$ cat src/rtl/xbus_pkg.sv
package xbus_pkg;
  localparam int unsigned XB_BA_W  = 21;
  localparam int unsigned XB_DW    = 16;
  localparam int unsigned XB_PIN_W = 20;
  localparam int unsigned XB_HI_W  = XB_PIN_W - XB_DW;
  localparam int unsigned XB_NARROW = XB_DW / 2;
  localparam int unsigned XB_MID_W  = 16;
  localparam int unsigned XB_LOW_W  = 12;

  typedef enum logic [1:0] {
    AM_20  = 2'b00,
    AM_16  = 2'b01,
    AM_12  = 2'b10,
    AM_OFF = 2'b11
  } amode_e;

  typedef enum logic [1:0] {
    ST_IDLE,
    ST_ADDR,
    ST_TURN,
    ST_STRB
  } phase_e;

  typedef struct packed {
    logic [XB_BA_W-1:0] addr;
    logic               write;
    logic               one_byte;
    logic [XB_DW-1:0]   wdata;
  } xreq_t;
endpackage

$ cat src/rtl/xbus_addr_map.sv
module xbus_addr_map
  import xbus_pkg::*;
#(
  parameter int unsigned ONCHIP_BYTES = 32'h0002_0000
) (
  input  logic [XB_BA_W-1:0] raw_addr,
  input  logic               shift_en,
  output logic [XB_BA_W-1:0] eff_addr
);
  localparam logic [XB_BA_W-1:0] OFFS = XB_BA_W'(ONCHIP_BYTES);

  always_comb begin
    eff_addr = shift_en ? (raw_addr - OFFS) : raw_addr;
  end
endmodule

$ cat src/rtl/xbus_lane_plan.sv
module xbus_lane_plan
  import xbus_pkg::*;
(
  input  amode_e              amode,
  input  logic                wide,
  output logic [XB_PIN_W-1:0] used,
  output logic [XB_DW-1:0]    mux
);
  for (genvar i = 0; i < XB_PIN_W; i++) begin : g_used
    localparam int unsigned IDX = i;
    always_comb begin
      used[i] = (amode == AM_20)
             || ((amode == AM_16) && (IDX < XB_MID_W))
             || ((amode == AM_12) && (IDX < XB_LOW_W));
    end
  end

  for (genvar j = 0; j < XB_DW; j++) begin : g_mux
    localparam int unsigned JDX = j;
    always_comb begin
      mux[j] = used[j] && (wide || (JDX < XB_NARROW));
    end
  end
endmodule

$ cat src/rtl/xbus_seq.sv
module xbus_seq
  import xbus_pkg::*;
(
  input  logic   clk,
  input  logic   rst_n,
  input  logic   start,
  output phase_e phase,
  output logic   strobe_now
);
  always_ff @(posedge clk or negedge rst_n) begin
    if (!rst_n) begin
      phase <= ST_IDLE;
    end else begin
      unique case (phase)
        ST_IDLE: if (start) phase <= ST_ADDR;
        ST_ADDR: phase <= ST_TURN;
        ST_TURN: phase <= ST_STRB;
        default: phase <= ST_IDLE;
      endcase
    end
  end

  assign strobe_now = (phase == ST_STRB);
endmodule

$ cat src/rtl/xbus_mux_ctrl.sv
module xbus_mux_ctrl
  import xbus_pkg::*;
#(
  parameter int unsigned ONCHIP_BYTES = 32'h0002_0000
) (
  input  logic                clk,
  input  logic                rst_n,
  input  logic                cfg_wide,
  input  logic [1:0]          cfg_amode,
  input  logic                cfg_shift,
  input  logic                cfg_bus_off,
  input  logic                req_valid,
  output logic                req_ready,
  input  logic [XB_BA_W-1:0]  req_addr,
  input  logic                req_write,
  input  logic                req_one_byte,
  input  logic [XB_DW-1:0]    req_wdata,
  output logic                rsp_valid,
  output logic [XB_DW-1:0]    rsp_data,
  output logic [XB_DW-1:0]    ad_o,
  output logic [XB_DW-1:0]    ad_oe,
  input  logic [XB_DW-1:0]    ad_i,
  output logic [XB_HI_W-1:0]  ahi_o,
  output logic [XB_HI_W-1:0]  ahi_oe,
  output logic                ale,
  output logic                rd_n,
  output logic                wr_n,
  output logic                ba0,
  output logic                ub_n,
  output logic                lb_n,
  output logic [XB_PIN_W-1:0] io_free
);
  localparam int unsigned HALF = XB_DW / 2;

  amode_e              amode;
  phase_e              phase;
  logic                strobe_now;
  logic                accept;
  logic [XB_BA_W-1:0]  eff_addr;
  logic [XB_PIN_W-1:0] used;
  logic [XB_DW-1:0]    mux;
  logic [XB_PIN_W-1:0] mux_ext;
  logic [XB_PIN_W-1:0] pin_addr;
  logic [XB_PIN_W-1:0] addr_only;
  logic [XB_DW-1:0]    wd_lane;
  logic [XB_PIN_W-1:0] pins_o;
  logic [XB_PIN_W-1:0] pins_oe;
  xreq_t               lat;

  assign amode = amode_e'(cfg_amode);

  xbus_addr_map #(.ONCHIP_BYTES(ONCHIP_BYTES)) u_map (
    .raw_addr (req_addr),
    .shift_en (cfg_shift),
    .eff_addr (eff_addr)
  );

  xbus_lane_plan u_plan (
    .amode (amode),
    .wide  (cfg_wide),
    .used  (used),
    .mux   (mux)
  );

  xbus_seq u_seq (
    .clk        (clk),
    .rst_n      (rst_n),
    .start      (accept),
    .phase      (phase),
    .strobe_now (strobe_now)
  );

  assign req_ready = (phase == ST_IDLE) && (amode != AM_OFF) && !cfg_bus_off;
  assign accept    = req_valid && req_ready;

  always_ff @(posedge clk or negedge rst_n) begin
    if (!rst_n) begin
      lat <= '0;
    end else if (accept) begin
      lat.addr     <= eff_addr;
      lat.write    <= req_write;
      lat.one_byte <= req_one_byte;
      lat.wdata    <= req_wdata;
    end
  end

  always_ff @(posedge clk or negedge rst_n) begin
    if (!rst_n) begin
      rsp_valid <= 1'b0;
      rsp_data  <= '0;
    end else begin
      rsp_valid <= strobe_now && !lat.write;
      if (strobe_now && !lat.write) rsp_data <= ad_i & mux;
    end
  end

  // Lane placement of write data
  always_comb begin
    if (!cfg_wide) begin
      wd_lane = {{HALF{1'b0}}, lat.wdata[HALF-1:0]};
    end else if (lat.one_byte) begin
      wd_lane = lat.addr[0] ? {lat.wdata[HALF-1:0], {HALF{1'b0}}}
                            : {{HALF{1'b0}}, lat.wdata[HALF-1:0]};
    end else begin
      wd_lane = lat.wdata;
    end
  end

  assign mux_ext   = {{XB_HI_W{1'b0}}, mux};
  assign pin_addr  = lat.addr[XB_BA_W-1:1] & used;
  assign addr_only = used & ~mux_ext;

  always_comb begin
    pins_o  = '0;
    pins_oe = '0;
    ale     = 1'b0;
    rd_n    = 1'b1;
    wr_n    = 1'b1;
    ba0     = 1'b0;
    ub_n    = 1'b1;
    lb_n    = 1'b1;
    unique case (phase)
      ST_ADDR: begin
        pins_o  = pin_addr;
        pins_oe = used;
        ale     = 1'b1;
      end
      ST_TURN, ST_STRB: begin
        pins_o  = (pin_addr & addr_only)
                | (lat.write ? ({{XB_HI_W{1'b0}}, wd_lane} & mux_ext) : '0);
        pins_oe = addr_only | (lat.write ? mux_ext : '0);
      end
      default: ;
    endcase
    if (phase != ST_IDLE) begin
      ba0 = (amode == AM_20) && lat.addr[0];
      if (cfg_wide) begin
        ub_n = lat.one_byte && !lat.addr[0];
        lb_n = lat.one_byte && lat.addr[0];
      end
    end
    if (strobe_now) begin
      rd_n = lat.write;
      wr_n = !lat.write;
    end
  end

  assign ad_o    = pins_o[XB_DW-1:0];
  assign ad_oe   = pins_oe[XB_DW-1:0];
  assign ahi_o   = pins_o[XB_PIN_W-1:XB_DW];
  assign ahi_oe  = pins_oe[XB_PIN_W-1:XB_DW];
  assign io_free = ~used | ((cfg_bus_off && (phase == ST_IDLE)) ? used : '0);
endmodule

$ cat config.mk
export PLATFORM = sky130hd
export DESIGN_NAME = xbus_mux_ctrl
export DESIGN_NICKNAME = d
export VERILOG_FILES = /design/src/rtl/xbus_pkg.sv /design/src/rtl/xbus_addr_map.sv /design/src/rtl/xbus_lane_plan.sv /design/src/rtl/xbus_seq.sv /design/src/rtl/xbus_mux_ctrl.sv
export SDC_FILE = /design/constraint.sdc
export NUM_CORES = 1
export LEC_CHECK = 0
export ABC_AREA = 1
export BUFFER_PORTS_ARGS = -buffer_cell sky130_fd_sc_hd__buf_2
export CORE_ASPECT_RATIO = 1.5
export CORE_UTILIZATION = 48
export DETAILED_ROUTE_END_ITERATION = 10
export PLACE_DENSITY_LB_ADDON = 0.15
export SETUP_SLACK_MARGIN = 0.15
export SLEW_MARGIN = 40
export SYNTH_ARGS = -nofsm -noshare
export SYNTH_HDL_FRONTEND = slang
export SYNTH_SLANG_ARGS = --single-unit
$ cat constraint.sdc
create_clock -name clk -period 2.3 [get_ports clk]
set_input_delay 0.46 -clock clk [delete_from_list [all_inputs] [get_ports clk]]
set_output_delay 0.46 -clock clk [all_outputs]
set_load 0.02 [all_outputs]
; ---- Word level (Yosys, flattened, before mapping)
; Cells that the tools add are included.
[totals]
wordCells = 63
n_memories = 0
rom_bits = 0
ff_bits = 58
ramBits = 0
out_inout_bits = 84
input_bits = 63
latchBits = 0
[op_classes]
bitwise_logic = 10
n_addsub = 1
div_mod_pow = 0
n_reduce_logical = 19
n_mul = 0
n_eq_ne = 7
order_cmp = 0
shifts = 0
n_mux = 19
[ops]
columns = cell, count
row1 = $mux W16, 5
row2 = $pmux W20 S2, 2
row3 = $and A20 B20 Y20, 3
row4 = $or A20 B16 Y20, 2
row5 = $and A16 B16 Y16, 2
row6 = $mux W21, 1
row7 = $sub A21 B18 Y21 const B, 1
row8 = $mux W20, 1
row9 = $not A16 Y20, 1
row10 = $not A20 Y20, 1
row11 = $or A20 B20 Y20, 1
row12 = $logic_and A1 B1 Y1, 10
row13 = $mux W1, 8
row14 = $eq A2 B2 Y1 const B, 3
row15 = $pmux W2 S3, 1
row16 = $eq A2 B1 Y1 const B, 2
row17 = $logic_not A2 Y1, 2
row18 = $ne A2 B2 Y1 const B, 2
row19 = $logic_not A1 Y1, 3
row20 = $logic_or A1 B1 Y1, 2
row21 = $mux W2, 1
row22 = $reduce_bool A2 Y1, 1
row23 = $reduce_or A2 Y1, 1

; ---- Depth between registers and ports, before layout
[logic_depth]
ltp_word = 9
mapped_depth = 9
mapped_depth_nobuf = 8

; ---- By module
; From an unflattened synthesis, not the netlist that was laid out.
[unflattened]
cells_unflattened = 608
hier_area_um2 = 4085.2
[modules_own_cells]
columns = mod, area_each_um2, seq_area_each_um2, cells_per_inst, instances
row1 = xbus_mux_ctrl, 3470.8, 1401.3, 519, 1
row2 = xbus_lane_plan, 260.2, 0.0, 37, 1
row3 = xbus_addr_map, 215.2, 0.0, 34, 1
row4 = xbus_seq, 138.9, 50.0, 18, 1

; ---- Worst setup path before layout
; OpenSTA, ideal clock, no wires.
[synth_timing]
kind = register to output
startpoint = register u_seq.phase[0]
endpoint = output ad_oe[1]
slack_ps = -64
path_buffers = 2
required_time_ps = 1840
stages_incl_launch_ff = 9
arrival_time_ps = 1904
cell_sequence = dfrtp_1 inv_1 ha_1 nor2_1 nor2_4 buf_6 inv_1 a21oi_1 buf_4
[synth_between]
elab_chain_len = 3
elab_cells_between_ends = 5
cone_classes = eq/ne (3) / mux (1) / reduce/logical (1)
[synth_lines]
columns = element, line_no
row1 = "start, declared", xbus_seq.sv:7  ; output phase_e phase,
row2 = "start signal, assigned", xbus_seq.sv:12  ; phase <= ST_IDLE;
row3 = "start signal, assigned", xbus_seq.sv:15  ; ST_IDLE: if (start) phase <= ST_ADDR;
row4 = "start signal, assigned", xbus_seq.sv:16  ; ST_ADDR: phase <= ST_TURN;
row5 = $eq A2 B2 Y1, xbus_mux_ctrl.sv:122  ; unique case (phase)
row6 = $reduce_or A2 Y1, xbus_mux_ctrl.sv:122
row7 = $pmux W20 S2 *, xbus_mux_ctrl.sv:122
row8 = "end, declared", xbus_mux_ctrl.sv:21  ; output logic [XB_DW-1:0] ad_oe,
; Mark *: on every way between the ends. The rest lies on a longest branch, timed or not.

; ---- Worst setup path after layout
[layout_timing]
startpoint = register u_seq.phase[0]
endpoint = output ad_o[9]
[layout_between]
elab_chain_len = 3
elab_cells_between_ends = 5
cone_classes = eq/ne (3) / mux (1) / reduce/logical (1)
[layout_lines]
columns = element, line_no
row1 = $eq A2 B2 Y1, xbus_mux_ctrl.sv:122
row2 = $reduce_or A2 Y1, xbus_mux_ctrl.sv:122
row3 = $pmux W20 S2 *, xbus_mux_ctrl.sv:122
row4 = "end, declared", xbus_mux_ctrl.sv:20  ; output logic [XB_DW-1:0] ad_o,
; Marked as above.

==> results.md <==
* Syn-to-layout area delta at 37.6%
* Unrepaired setup endpoints after global routing: yes
* Worst-path fanout max at 6
* Type of element launching the critical path: flip-flop
* CTS root buffer: sky130_fd_sc_hd__clkbuf_8
* Effective utilization at floorplan at 0.499
* Number of pins exceeding their max-slew limit in the final report at 0
* Remaining global-route overflow at 0
* Pin count of the biggest net entering global routing at 45
* Leakage power summed over all cells at 2.44 nW
* Total of warnings raised by yosys at 0
* Total Wirelength at 9030 um
* Most frequent cells in the layout: 195 x sky130_fd_sc_hd__nand2_1, 108 x sky130_fd_sc_hd__buf_2, 56 x sky130_fd_sc_hd__dfrtp_1
* Worst endpoint required time at 1.84 ns
* Number of nets still failing antenna checks after routing at 0
* Transition time at the pin with the least slew margin at 0.542 ns
* Max Fclk at 433 MHz
* Kind of critical path: flip-flop to primary output
* Max-slew headroom at the worst pin at 0.638
* Switching power at 2.90 mW
* Top FF cell, synth: sky130_fd_sc_hd__dfrtp_1
* Sw frac at 0.458
* Data arrival, critical path at 1.85 ns
* Max H-tree Level at 3
* Fin crit share at 1.00
* Number of storage elements in the synthesis netlist at 58
* Worst IR drop on VDD at 0.676 mV
* Global-route wire length before repair at 14100 um
* Most common cell after layout, fill and taps aside: sky130_fd_sc_hd__nand2_1
* Count of final hold-check violations at 0
* Maximum buffer depth of the clock tree at 2
* Violations in the final reports: negative setup slack
* Clock transition at path regs at 0.06 ns
* Number of I/O pins at 147
* End-of-flow core utilization at 0.687
* Via count at 3224
* Cell breakdown of the critical path: inv_4 > ha_4 > nor2_2 > nor2_4 > buf_6 > nand3_1 > a21oi_2 > buf_4
* Clock latency of the later-clocked register in the worst-skew pair at 0.34 ns
* Overall global routing resource usage at 0.255
* Total nets after synthesis at 506
* Kind of end point of the critical path: primary output
* Class of the worst hold path: primary input to asynchronous set/reset pin
* Share of post-route cells with drive strength above 1 at 0.425
* Max-cap violations at 0
* Stage delay of the slowest cell on the critical path at 0.46 ns
* Critical path's top delay family: flip-flops
* CTS tree: built
* CP bufs+invs at 3
* Worst-case setup slack after placement at 0.165 ns
* Post-synthesis instance area at 3280 um^2
* Final setup violation count at 1
* Result of the run: finished with violations
* Die H at 103 um
* Part of the total power dissipated in sequential elements at 0.303
* Die area at 7180 um^2
* Total of hold buffers inserted after clock tree synthesis at 0
* Core Area at 6580 um^2
* Post-synth ARST share at 1.00
* Number of cells produced by synthesis at 436
* Die width at 69.5 um
* Register area share after synthesis at 0.442
* Final routed DRC violation total at 0
* Clock period minus worst slack at 2.31 ns
* Vias per std cell at 5.05
* Number of DRC violations after detailed-routing iteration 0 at 118
* Number of nets in the layout at 629
* PD cells at 1400 nW/um^2
* Share of power burned in the clock network at 0.153
* Number of buffers added on ports at 146
* Vias in the first global route at 3040
* Cell with the largest stage delay on the worst path: sky130_fd_sc_hd__dfrtp_2
* Antenna diode count at 0
* First-pass iteration count of the detailed router at 5
* Setup slack after layout at -0.00683 ns
* Avg Cell Area, Syn at 7.53 um^2
* CTS sink cnt at 58
* Mean routed wirelength per cell at 14.1 um
* TritonCTS Buffers at 9
* Post-route clock skew at 0.00461 ns
* EDFF count, synth at 0
* Count of unique library cells instantiated by Yosys at 30
* Number of cell rows at 36
* Weighted congestion at the end of routability-driven global placement at 0.855
* Final HPWL DP at 6180 um
* Share of power burned in combinational logic at 0.543
* Pint at 3.43 mW
* Initial antenna violation count at 0
what timing repair did:
item,CTS,global route
setup buffers,4,4
gates resized for setup,85,39
cloned,0,1
setup endpoints to repair,56,45
pin swaps,10,17
per-stage QoR:
stage               total power [mW]  setup TNS (ns)  std cells  hold WS, ns  area, um^2
detailed placement              4.61               0        615        0.461        3840
global placement                4.55               0        615        0.458        3840
floorplan                       3.99               0        436        0.164        3310
global route                    6.77          -0.536        639        0.132        4520
finish                          6.32        -0.00683        639       0.0964        4520
CTS                             6.06               0        634        0.107        4350
flip-flops by register name, indices dropped and copies added (netlist names):
name	flops
lat	39
u_seq.phase	2
rsp_valid	1
rsp_data	16
power by group through the flow:
stage / registers [mW] / logic [mW] / clock network (mW)
floorplan: 1.90 / 2.09 / 0
global placement: 1.87 / 2.68 / 0
detailed placement: 1.89 / 2.72 / 0
CTS: 1.89 / 3.20 / 0.979
global route: 1.99 / 3.76 / 1.03
finish: 1.92 / 3.44 / 0.969
metal layers:
| metal | track usage | vias up | share of wire |
|---|---|---|---|
| met3 | 0.0349 | 16 | 0.052 |
| met4 | 0.148 | 0 | 0.025 |
| met2 | 0.476 | 122 | 0.55 |
| met1 | 0.279 | 1510 | 0.38 |
| met5 | 0 | - | 0 |
| li1 | - | 1576 | - |
Yosys cell counts, types with 2 or more instances:
| cell type | n | area share |
|---|---|---|
| sky130_fd_sc_hd__inv_1 | 22 | 0.025 |
| sky130_fd_sc_hd__nand2_1 | 201 | 0.23 |
| sky130_fd_sc_hd__ha_1 | 7 | 0.027 |
| sky130_fd_sc_hd__clkbuf_1 | 2 | 0.0023 |
| sky130_fd_sc_hd__o211ai_1 | 2 | 0.0046 |
| sky130_fd_sc_hd__buf_2 | 8 | 0.012 |
| sky130_fd_sc_hd__nand3_1 | 35 | 0.053 |
| sky130_fd_sc_hd__buf_6 | 6 | 0.021 |
| sky130_fd_sc_hd__a21oi_1 | 13 | 0.020 |
| sky130_fd_sc_hd__nor2_4 | 3 | 0.010 |
| sky130_fd_sc_hd__buf_4 | 34 | 0.078 |
| sky130_fd_sc_hd__o21ai_0 | 11 | 0.017 |
| sky130_fd_sc_hd__a31oi_1 | 2 | 0.0038 |
| sky130_fd_sc_hd__dfrtp_1 | 58 | 0.44 |
| sky130_fd_sc_hd__o21ai_1 | 5 | 0.0076 |
| sky130_fd_sc_hd__nor2_1 | 13 | 0.015 |
worst paths after layout:
path	start	cells past startpoint	to	slack, ns
max	u_seq.phase[0]	8	ad_o[9]	-0.007
min	rst_n	1	rsp_valid	0.1
max reg2reg	u_seq.phase[1]	8	lat[35]	0.46
min reg2reg	rsp_data[4]	2	rsp_data[4]	0.47
max in group asynchronous	rst_n	2	u_seq.phase[1]	1.61
min in group clk	req_addr[4]	3	lat[22]	0.31
cell type report:
class                      count  area [um^2]
fill                         548         2060
multi-input combinational    302         1590
sequential                    58         1450
timing repair buffer         163         1070
clock buffer                  13          169
inverter                      25          109
tap                           76         95.1
clock inverter                 2         35.0
cells by family (layout without fill, tap and decap cells):
group | after synthesis | count (layout) | share of synthesized area
buf+inv | 76 | 203 | 0.143
compound gates | 34 | 34 | 0.0552
simple gates | 260 | 260 | 0.330
fa+ha+maj | 7 | 7 | 0.0267
xor+xnor | 1 | 1 | 0.00267
flops | 58 | 58 | 0.442
Note: power is estimated with default switching activity, not from simulation.
